File: config.mk
export PLATFORM = sky130hd
export DESIGN_NAME = bus_parity_engine
export DESIGN_NICKNAME = d
export VERILOG_FILES = /design/src/rtl/bpe_pkg.sv /design/src/rtl/bpe_ctrl.sv /design/src/rtl/bpe_datapath.sv /design/src/rtl/bus_parity_engine.sv
export SDC_FILE = /design/constraint.sdc
export NUM_CORES = 1
export LEC_CHECK = 0
export BUFFER_PORTS_ARGS = -buffer_cell sky130_fd_sc_hd__clkbuf_2
export CELL_PAD_IN_SITES_DETAIL_PLACEMENT = 0
export CELL_PAD_IN_SITES_GLOBAL_PLACEMENT = 1
export CORE_MARGIN = 2
export CORE_UTILIZATION = 23
export DETAILED_ROUTE_END_ITERATION = 16
export GPL_TIMING_DRIVEN = 0
export HOLD_SLACK_MARGIN = 0.06
export PLACE_DENSITY_LB_ADDON = 0.1
export SLEW_MARGIN = 0
export SYNTH_ARGS = -nofsm -noshare
export SYNTH_HDL_FRONTEND = slang
export SYNTH_SLANG_ARGS = --single-unit
export TNS_END_PERCENT = 1
File: constraint.sdc
create_clock -name clk -period 0.98 [get_ports clk]
set_input_delay 0.049 -clock clk [delete_from_list [all_inputs] [get_ports clk]]
set_output_delay 0.049 -clock clk [all_outputs]
set_load 0.005 [all_outputs]
File: src/rtl/bpe_pkg.sv
package bpe_pkg;

  // Strobes handed from the phase control to the parity datapath.
  typedef struct packed {
    logic driveNext;   // this agent owns the parity line next clock
    logic checkNext;   // a valid phase driven by the other agent: check next clock
  } bpe_strobe_t;

endpackage

File: src/rtl/bpe_ctrl.sv
module bpe_ctrl
  import bpe_pkg::*;
(
  input  logic        clk,
  input  logic        rstN,
  input  logic        frameN,
  input  logic        irdyN,
  input  logic        trdyN,
  input  logic        isInitiator,
  input  logic        isWrite,
  output bpe_strobe_t strobe
);

  logic busyQ;
  logic addrPhase;
  logic wrData;
  logic rdData;
  logic lastDone;
  logic phaseValid;

  // A transaction opens when frame is seen low while the bus is idle.
  assign addrPhase  = !frameN && !busyQ;
  assign wrData     = busyQ && isWrite && !irdyN;
  assign rdData     = busyQ && !isWrite && !trdyN;
  assign lastDone   = busyQ && !irdyN && !trdyN && frameN;
  assign phaseValid = addrPhase || wrData || rdData;

  always_ff @(posedge clk or negedge rstN) begin
    if (!rstN) begin
      busyQ <= 1'b0;
    end else if (addrPhase) begin
      busyQ <= 1'b1;
    end else if (lastDone) begin
      busyQ <= 1'b0;
    end
  end

  always_comb begin
    strobe.driveNext = ((addrPhase || wrData) && isInitiator) ||
                       (rdData && !isInitiator);
    strobe.checkNext = phaseValid && !strobe.driveNext;
  end

endmodule

File: src/rtl/bpe_datapath.sv
module bpe_datapath
  import bpe_pkg::*;
#(
  parameter int DATA_W = 32,
  parameter int CMD_W  = 4
) (
  input  logic              clk,
  input  logic              rstN,
  input  logic [DATA_W-1:0] adIn,
  input  logic [CMD_W-1:0]  cbeIn,
  input  logic              parIn,
  input  bpe_strobe_t       strobe,
  output logic              parOut,
  output logic              parOe,
  output logic              parErr
);

  localparam int LANES = DATA_W / 8;

  logic [LANES-1:0] laneParity;
  logic             sumParity;
  logic             parityQ;
  logic             oeQ;
  logic             chkQ;

  // One XOR tree per byte lane, then a short tree across lanes and command.
  for (genvar l = 0; l < LANES; l++) begin : g_lane
    assign laneParity[l] = ^adIn[l*8 +: 8];
  end

  assign sumParity = (^laneParity) ^ (^cbeIn);

  always_ff @(posedge clk or negedge rstN) begin
    if (!rstN) begin
      parityQ <= 1'b0;
      oeQ     <= 1'b0;
      chkQ    <= 1'b0;
    end else begin
      parityQ <= sumParity;
      oeQ     <= strobe.driveNext;
      chkQ    <= strobe.checkNext;
    end
  end

  // The same registered value serves as drive value and as check reference.
  assign parOut = parityQ;
  assign parOe  = oeQ;
  assign parErr = chkQ && (parIn != parityQ);

endmodule

File: src/rtl/bus_parity_engine.sv
module bus_parity_engine
  import bpe_pkg::*;
#(
  parameter int DATA_W = 32,
  parameter int CMD_W  = 4
) (
  input  logic              clk,
  input  logic              rstN,
  input  logic [DATA_W-1:0] adIn,
  input  logic [CMD_W-1:0]  cbeIn,
  input  logic              frameN,
  input  logic              irdyN,
  input  logic              trdyN,
  input  logic              isInitiator,
  input  logic              isWrite,
  input  logic              parIn,
  output logic              parOut,
  output logic              parOe,
  output logic              parErr
);

  bpe_strobe_t strobe;

  bpe_ctrl u_ctrl (
    .clk         (clk),
    .rstN        (rstN),
    .frameN      (frameN),
    .irdyN       (irdyN),
    .trdyN       (trdyN),
    .isInitiator (isInitiator),
    .isWrite     (isWrite),
    .strobe      (strobe)
  );

  bpe_datapath #(
    .DATA_W (DATA_W),
    .CMD_W  (CMD_W)
  ) u_dp (
    .clk    (clk),
    .rstN   (rstN),
    .adIn   (adIn),
    .cbeIn  (cbeIn),
    .parIn  (parIn),
    .strobe (strobe),
    .parOut (parOut),
    .parOe  (parOe),
    .parErr (parErr)
  );

endmodule

Word level (Yosys, flattened, before mapping)
Cells that the tools add are included.
- reduce and logical (&&, ||, !) cells: 29
- divide/modulo/power cells: 0
- $add $sub $neg: 0
- eq/ne operators: 1
- multipliers: 0
- magnitude comparators: 0
- muxes and demuxes: 2
- bitwise gates (word level): 1
- shift-type cells: 0
- operator list (operator ; number):
    XOR reduction 8 bit ; 4
    logical AND 1 bit ; 12
    XOR reduction 4 bit ; 2
    logical NOT 1 bit ; 7
    logical OR 1 bit ; 3
    2-to-1 mux 1 bit ; 2
    nonzero test 2 bit ; 1
    != test 1 bit ; 1
    bitwise XOR 1 bit ; 1
- RAM bits: 0
- bits of input ports: 44
- memories kept: 0
- word-level logic and storage cells: 37
- bits in latches: 0
- output and inout port bits: 3
- memory bits (read-only): 0
- flip-flop bits (word level): 4

Longest topological paths before layout
Gate-level depths: netlist (run 1).
- word-level depth: 7
- mapped depth: 5
- mapped depth without buffers: 5

Cells and area by module
A second synthesis (run 1) with hierarchy kept.
- cells, all modules: 50
- area total of the unflattened synthesis: 495.5 µm²
- by module, submodules not included (module ; cells each ; seq. area each (µm²) ; area an instance (µm²) ; instances):
    bpe_datapath ; 39 ; 75.1 ; 401.6 ; 1
    bpe_ctrl ; 11 ; 25.0 ; 93.8 ; 1

Worst setup path after synthesis (run 1)
No wires, ideal clock.
- kind: input -> register
- start point: input port adIn[26]
- end point: register u_dp.parityQ (netlist: u_dp.parOut)
- arrival time: 1.035 ns
- stages on the path: 5
- library setup time: 0.123 ns
- path slack: -0.177 ns
- data required time: 0.857 ns
- buffers on the path: 0
- path through: xor2_1 > xnor2_1 > xnor2_1 > xnor3_1 > xnor2_1
- longest elaborated chain between the ends: 3
- RTL lines (item ; line ; text):
    start, declared ; bus_parity_engine.sv:9 ; input logic [DATA_W-1:0] adIn,
    XOR reduction 8 bit ; bpe_datapath.sv:28 ; assign laneParity[l] = ^adIn[l*8 +: 8];
    XOR reduction 4 bit ; bpe_datapath.sv:31 ; assign sumParity = (^laneParity) ^ (^cbeIn);
    bitwise XOR 1 bit ; bpe_datapath.sv:31 ;
    net u_dp.sumParity ; bpe_datapath.sv:21 ; logic sumParity;
    end signal, assigned ; bpe_datapath.sv:39 ; parityQ <= sumParity;
    end, declared ; bpe_datapath.sv:22 ; logic parityQ;
The timed path passes the listed nets, and every way through them passes these cells.
A chain may end at the register's enable or synchronous reset.

Final worst setup path (run 1)
- start point: input port cbeIn[2]
- end point: register u_dp.parityQ (netlist: u_dp.parOut)
- longest elaborated chain between the ends: 2
- RTL lines (item ; line ; text):
    start, declared ; bus_parity_engine.sv:10 ; input logic [CMD_W-1:0] cbeIn,
    XOR reduction 4 bit ; bpe_datapath.sv:31 ;
    bitwise XOR 1 bit ; bpe_datapath.sv:31 ;
    net u_dp.sumParity ; bpe_datapath.sv:21 ;
The timed path passes the listed nets, and every way through them passes these cells.

==> metrics.md, run 1 <==
| Metric | Value |
|---|---|
| Fin Clk Skew | `0.000425 ns` |
| Net load switching power | `0.000300 W` |
| Post-Synthesis Cells | `51` |
| Final WS setup | `-0.0979 ns` |
| Post-synth top area share | `between 50% and 60%` |
| Worst-case hold slack | `0.0826 ns` |
| Unrepaired setup endpoints after global routing | `true` |
| Antenna Cells | `0` |
| Ys flop type | `dfrtp_1` |
| Synth async-reset ratio | `100%` |
| Final min period | `between 1 and 1.5 ns` |
| CTS root buffer | `clkbuf_4` |
| Required time of the critical path | `1.09 ns` |
| CTS max path bufs | `2` |
| Clock-pin slew on the worst setup and hold paths | `around 0.040 ns` |
| Comb power frac | `61.0%` |
| H-tree depth reported by CTS | `1` |
| Initial core utilization | `24.9%` |
| GPL Wtd Cong | `0.639` |
| Flop pwr share | `20.7%` |
| Pleak | `0.428 nW` |
| Die Wd | `50.3 µm` |
| CTS sink cnt | `4` |
| Worst reg2reg path depth | `2` |
| Core area | `1980 µm²` |
| Drt via density | `between 3 and 4` |
| Clock Power Share | `a little under a fifth` |
| Post-DP HPWL | `873 µm` |
| Vias in the first global route | `around 430` |
| Worst Path Arrival | `approximately 1.2 ns` |
| Die area | `2530 µm²` |
| Hold Violations, Final | `0` |
| Proportion of layout cells with a drive suffix above 1 | `55.3%` |
| Wire per inst | `about 7.3 µm` |
| Row count | `16` |
| Synth area leaders | `xnor2_1 52%, dfrtp_1 20%, xor2_1 8.9%, xnor3_1 4.6%, o21ai_0 4.1%` |
| Clock Latency Late Sink | `0.23 ns` |
| PortBufs | `46` |
| Overall power | `0.00107 W` |
| Setup TNS | `-0.134 ns` |
| Area delta synth->final | `75.6%` |
| Worst slew margin | `85.7%` |
| Top cells by count, synth | `29 x xnor2_1, 5 x xor2_1, 4 x dfrtp_1, 4 x o21ai_0, 2 x nor3b_1` |
| CTS tree | `done` |
| Post-route ant nets | `0` |
| Total CTS buffers | `3` |
| Hold WC Path Type | `in2reg` |
| Setup violations, final | `2` |
| GRT Overall Usage | `7.48%` |
| Chip height | `50.3 µm` |
| Hold path depth | `3` |
| Largest net degree at the start of global routing | `7` |
| Slew @ Worst Pin | `0.213 ns` |
| Syn nets | `95` |
| Syn avg cell area | `between 9 and 10 µm²` |
| Reported max-cap violation count | `0` |
| Worst setup SP type | `primary input` |
| PwrDens | `~1200 nW/µm²` |
| Gr ovfl total | `0` |
| Setup crit end kind | `flop` |
| Status | `finished, violations left` |
| Initial antenna violation count | `0` |
| Critical path type | `in2reg` |
| Residual DRC | `0` |
| Sequential element share of the synthesized area | `20.3%` |
| Pint | `between 0.0007 and 0.0008 W` |
| Crit share post-route | `110%` |
| Fill cell count | `209` |
| Crit Path Max Fanout | `1` |
| Largest area contributor in the netlist | `xnor2_1` |
| F_max | `928 MHz` |
| NumNets Final | `149` |
| EDFF count, synth | `0` |
| Failing checks | `negative setup slack` |
| Cell Area, Synth | `493 µm²` |
| TritonRoute pass-1 iters | `2` |
| Vias | `487` |
| First-pass GRT wire length | `1520 µm` |
| Maximum vdd drop | `0.453 mV` |
| Final Max Slew Viols | `0` |
| Most common cell in the netlist | `xnor2_1` |
| Final wirelength | `952 µm` |
| Fin util | `between 40 and 50%` |
| Switching share of total power | `28.2%` |
| Synth cell types | `12` |
| Post-synthesis register bit count | `4` |
| Starting DRC count in detailed routing | `3` |
| Yosys warns | `0` |
| I/O pin count | `47` |
[registers in the layout (all words and copies together), names as in the netlist]
name          cells
u_dp.chkQ         1
u_dp.parOe        1
u_ctrl.busyQ      1
u_dp.parOut       1
[logic make-up (layout without fill, tap and decap cells)]
family	after synthesis	after routing	share of synthesized area (%)
flip-flops	4	4	20.3
AND/OR/NAND/NOR	7	7	9.14
buffers and inverters	0	52	0
XOR/XNOR	35	35	65.0
AO/OA/AOI/OAI	5	5	5.58
[power by group through the flow]
stage / combinational, W / sequential (W) / clock, W
6_report: 0.000650 / 0.000221 / 0.000194
5_1_grt: 0.000728 / 0.000224 / 0.000212
4_1_cts: 0.000642 / 0.000221 / 0.000209
3_5_place_dp: 0.000596 / 0.000225 / 0
3_3_place_gp: 0.000594 / 0.000224 / 0
2_1_floorplan: 0.000424 / 0.000226 / 0
[layout by cell type (no fill, tap or decap), types with 2 or more instances in the layout]
cell type      instances
nor3b_1                2
xnor2_1               22
xor2_1                 5
clkbuf_4               3
xnor2_2                7
dlygate4sd3_1          2
clkbuf_2              45
dfrtp_1                4
o21ai_0                4
[layout make-up]
class | instances | area [µm²] | share of cell area [%]
clock buffers | 3 | 22.5 | 2.60
multi-input cells | 47 | 445 | 51.4
flip-flops and latches | 4 | 100 | 11.6
well taps | 27 | 33.8 | 3.90
repair buffers | 49 | 264 | 30.5
[worst paths after layout]
check | slack, ns | from | endpoint
worst min register to register | 0.53 | u_ctrl.busyQ$_DFFE_PN0P_ | u_dp.chkQ$_DFF_PN0_
min in group asynchronous | 0.16 | rstN | u_dp.parOe$_DFF_PN0_
worst max register to register | 0.21 | u_ctrl.busyQ$_DFFE_PN0P_ | u_dp.parOe$_DFF_PN0_
worst min-delay path | 0.08 | irdyN | u_ctrl.busyQ$_DFFE_PN0P_
worst max-delay path | -0.1 | cbeIn[2] | u_dp.parOut$_DFF_PN0_
max in group asynchronous | 0.70 | rstN | u_dp.parOut$_DFF_PN0_
[repair_timing]
| item | in CTS | in global routing |
|---|---|---|
| gates resized for setup | 2 | 5 |
| setup buffers | 1 | 0 |
| setup endpoints to repair | 2 | 2 |
| pin swaps | 2 | 8 |
| hold endpoints to repair | 7 | 0 |
| hold buffers | 2 | 0 |
[metal layers]
| layer | global-route usage, % | wire length [µm] |
|---|---|---|
| met5 | 0 | 0 |
| met4 | 4.05 | 0 |
| met3 | 1.19 | 109 |
| met2 | 11.0 | 410 |
| met1 | 10.4 | 432 |
[metrics by stage]
stage	setup slack [ns]	std cells	area, µm²
5_1_grt	-0.177	130	866
2_1_floorplan	-0.160	51	500
4_1_cts	-0.0749	130	830
3_3_place_gp	-0.328	124	764
6_report	-0.0979	130	866
3_5_place_dp	-0.315	124	764
[worst max-delay path, stage by stage]
cell and delay [ns]:
buf_6 0.09, xor2_1 0.15, xnor2_1 0.18, xnor2_1 0.15
xnor3_1 0.43, xnor2_1 0.13
(Power assumes the default switching activity.)
==> inputs of run 2 (changes only) <==
PLACE_DENSITY = 0.82   (was default)
PLACE_DENSITY_LB_ADDON = default   (was 0.1)
==> run 2 against run 1 <==
  * The run still ends with negative setup slack left
  * Final cell count unchanged
  * Sequential share of layout area barely moved
  * Via count is 4.5% higher
  * First-iteration DRC count shrank 67%
  * Die area is the same
  * Highest routed layer is now met4
==> metrics.md, run 2 (synthesis results as in run 1) <==
| Metric | Value |
|---|---|
| Status | `finished, violations left (unchanged)` |
| Failing checks | `negative setup slack (unchanged)` |
| Met3 usage | `1.79% (was 1.19%)` |
| Final Max Slew Viols | `0 (unchanged)` |
| CTS sink cnt | `4 (unchanged)` |
| Most frequent cells in the layout | `45 x clkbuf_2, 22 x xnor2_1, 7 x xnor2_2, 5 x xor2_1 (unchanged)` |
| First-pass GRT wire length | `1780 µm (was 1520 µm)` |
| Die area | `2530 µm² (unchanged)` |
| Overall power | `0.00106 W (was 0.00107 W)` |
| GPL Wtd Cong | `0.646 (was 0.639)` |
| Worst setup SP type | `primary input (unchanged)` |
| Initial core utilization | `24.9% (unchanged)` |
| Hold WC Path Type | `in2reg (unchanged)` |
| R2R Setup Slk | `0.20 ns (was 0.21 ns)` |
| Drt via density | `3.92 (was 3.75)` |
| Met1 GRT Util | `11.9% (was 10.4%)` |
| R2R Path End | `u_dp.parOe$_DFF_PN0_ (unchanged)` |
| Final wirelength | `1070 µm (was 952 µm)` |
| Cells after DPL | `124 (unchanged)` |
| Non-Filler Instances | `130 (unchanged)` |
| PwrDens | `1220 nW/µm² (was 1230 nW/µm²)` |
| Proportion of layout cells with a drive suffix above 1 | `54.4% (was 55.3%)` |
| Min-delay src | `irdyN (unchanged)` |
| Core area | `1980 µm² (unchanged)` |
| Worst reg2reg path depth | `2 (unchanged)` |
| PortBufs | `46 (unchanged)` |
| Vias | `509 (was 487)` |
| Maximum vdd drop | `0.588 mV (was 0.453 mV)` |
| Chip height | `50.3 µm (unchanged)` |
| Largest net degree at the start of global routing | `7 (unchanged)` |
| Total CTS buffers | `3 (unchanged)` |
| Clock-pin slew on the worst setup and hold paths | `0.04 ns (about the same)` |
| Required time of the critical path | `1.10 ns (was 1.09 ns)` |
| Post-route ant nets | `0 (unchanged)` |
| Design area | `868 µm² (was 866 µm²)` |
| CTS root buffer | `clkbuf_4 (unchanged)` |
| Routing usage on met2 | `13.4% (was 11.0%)` |
| GRT Overall Usage | `9.36% (was 7.48%)` |
| Worst slew margin | `86.9% (was 85.7%)` |
| Antenna Cells | `0 (unchanged)` |
| F_max | `959 MHz (was 928 MHz)` |
| CTS max path bufs | `2 (unchanged)` |
| Worst-case hold slack | `0.0832 ns (was 0.0826 ns)` |
| Residual DRC | `0 (unchanged)` |
| Commonest non-fill, non-tap cell in the layout | `clkbuf_2 (unchanged)` |
| Setup violations, final | `2 (unchanged)` |
| Post-DP Area | `764 µm² (unchanged)` |
| Postcts setup bufs | `0 (was 1)` |
| Slew @ Worst Pin | `0.196 ns (was 0.213 ns)` |
| Crit Path Max Fanout | `1 (unchanged)` |
| Area delta synth->final | `76.1% (was 75.6%)` |
| Setup crit end kind | `flop (unchanged)` |
| Initial antenna violation count | `0 (unchanged)` |
| Setup TNS | `-0.122 ns (was -0.134 ns)` |
| Fin Clk Skew | `0.00303 ns (was 0.000425 ns)` |
| Hold Violations, Final | `0 (unchanged)` |
| Hold Crit Endpoint | `u_ctrl.busyQ$_DFFE_PN0P_ (unchanged)` |
| Hold path depth | `3 (unchanged)` |
| Crit share post-route | `106% (was 110%)` |
| Starting DRC count in detailed routing | `1 (was 3)` |
| I/O pin count | `47 (unchanged)` |
| Final WS setup | `-0.0627 ns (was -0.0979 ns)` |
| Critical path type | `in2reg (unchanged)` |
| Clock Latency Late Sink | `0.24 ns (was 0.23 ns)` |
| Vias in the first global route | `488 (was 431)` |
| Busiest layer in global routing | `met2 (unchanged)` |
| Gr ovfl total | `0 (unchanged)` |
| Unrepaired setup endpoints after global routing | `true (unchanged)` |
| Worst r2r src | `u_ctrl.busyQ$_DFFE_PN0P_ (unchanged)` |
| Die Wd | `50.3 µm (unchanged)` |
| Final min period | `1.04 ns (was 1.08 ns)` |
| Post-DP HPWL | `921 µm (was 873 µm)` |
| H-tree depth reported by CTS | `1 (unchanged)` |
| NumNets Final | `149 (unchanged)` |
| TritonRoute pass-1 iters | `2 (unchanged)` |
| Wire per inst | `8.24 µm (was 7.32 µm)` |
| Row count | `16 (unchanged)` |
| Pleak | `0.428 nW (about the same)` |
| CTS tree | `done (unchanged)` |
| Reported max-cap violation count | `0 (unchanged)` |
| Worst Path Arrival | `1.16 ns (was 1.18 ns)` |
[run 2: changes by cell type in the layout (fill, tap and decap cells not counted)]
cell,delta
buf_4,-1
dlygate4sd3_1,+1
[run 2: cell type report]
| cell class | instances | area [µm²] |
|---|---|---|
| sequential | 4 | 100 |
| clock buffer | 3 | 22.5 |
| timing repair buffer | 49 | 267 |
| tap | 27 | 33.8 |
| fill | 213 | 1110 |
| multi-input combinational | 47 | 445 |
[run 2: worst max path at each step]
stage | slack [ns] | cells past startpoint | start | endpoint
finish | -0.06 | 6 | adIn[30] | u_dp.parOut$_DFF_PN0_
global route | -0.14 | 6 | adIn[8] | u_dp.parOut$_DFF_PN0_
CTS | -0.07 | 3 | u_dp.parOut$_DFF_PN0_ | parErr
detailed placement | -0.32 | 6 | adIn[11] | u_dp.parOut$_DFF_PN0_
global placement | -0.33 | 6 | adIn[11] | u_dp.parOut$_DFF_PN0_
floorplan | -0.16 | 5 | adIn[14] | u_dp.parOut$_DFF_PN0_
[run 2: layer usage]
metal,part of all wire [%],up-vias
met5,0,-
met4,0.65,0
met3,10,2
met2,47,33
met1,42,205
li1,-,269
[run 2: worst max-delay path: stages]
cell and delay [ns]:
clkbuf_2 0.10, xnor2_2 0.19, xnor2_2 0.14, xnor2_1 0.13, xnor3_1 0.42, xnor2_1 0.13
[run 2: what timing repair did]
action,in CTS,in global routing
pin swaps,2,7
hold endpoints to repair,7,0
gates resized for setup,0,7
hold buffers,3,0
endpoints found under the setup margin,2,2
[run 2: power by group]
group          internal, W  leakage (nW)  switching, W
combinational     0.000403         0.366      0.000225
clock             0.000138        0.0138     0.0000764
sequential        0.000204        0.0477     0.0000176
total             0.000744         0.428      0.000319
[run 2: stage by stage]
| stage | worst slack, ns | utilization [%] |
|---|---|---|
| 2_1_floorplan | -0.160 | - |
| 3_3_place_gp | -0.327 | 38.6 |
| 3_5_place_dp | -0.318 | 38.6 |
| 4_1_cts | -0.0714 | 41.2 |
| 5_1_grt | -0.144 | 43.8 |
| 6_report | -0.0627 | 43.8 |
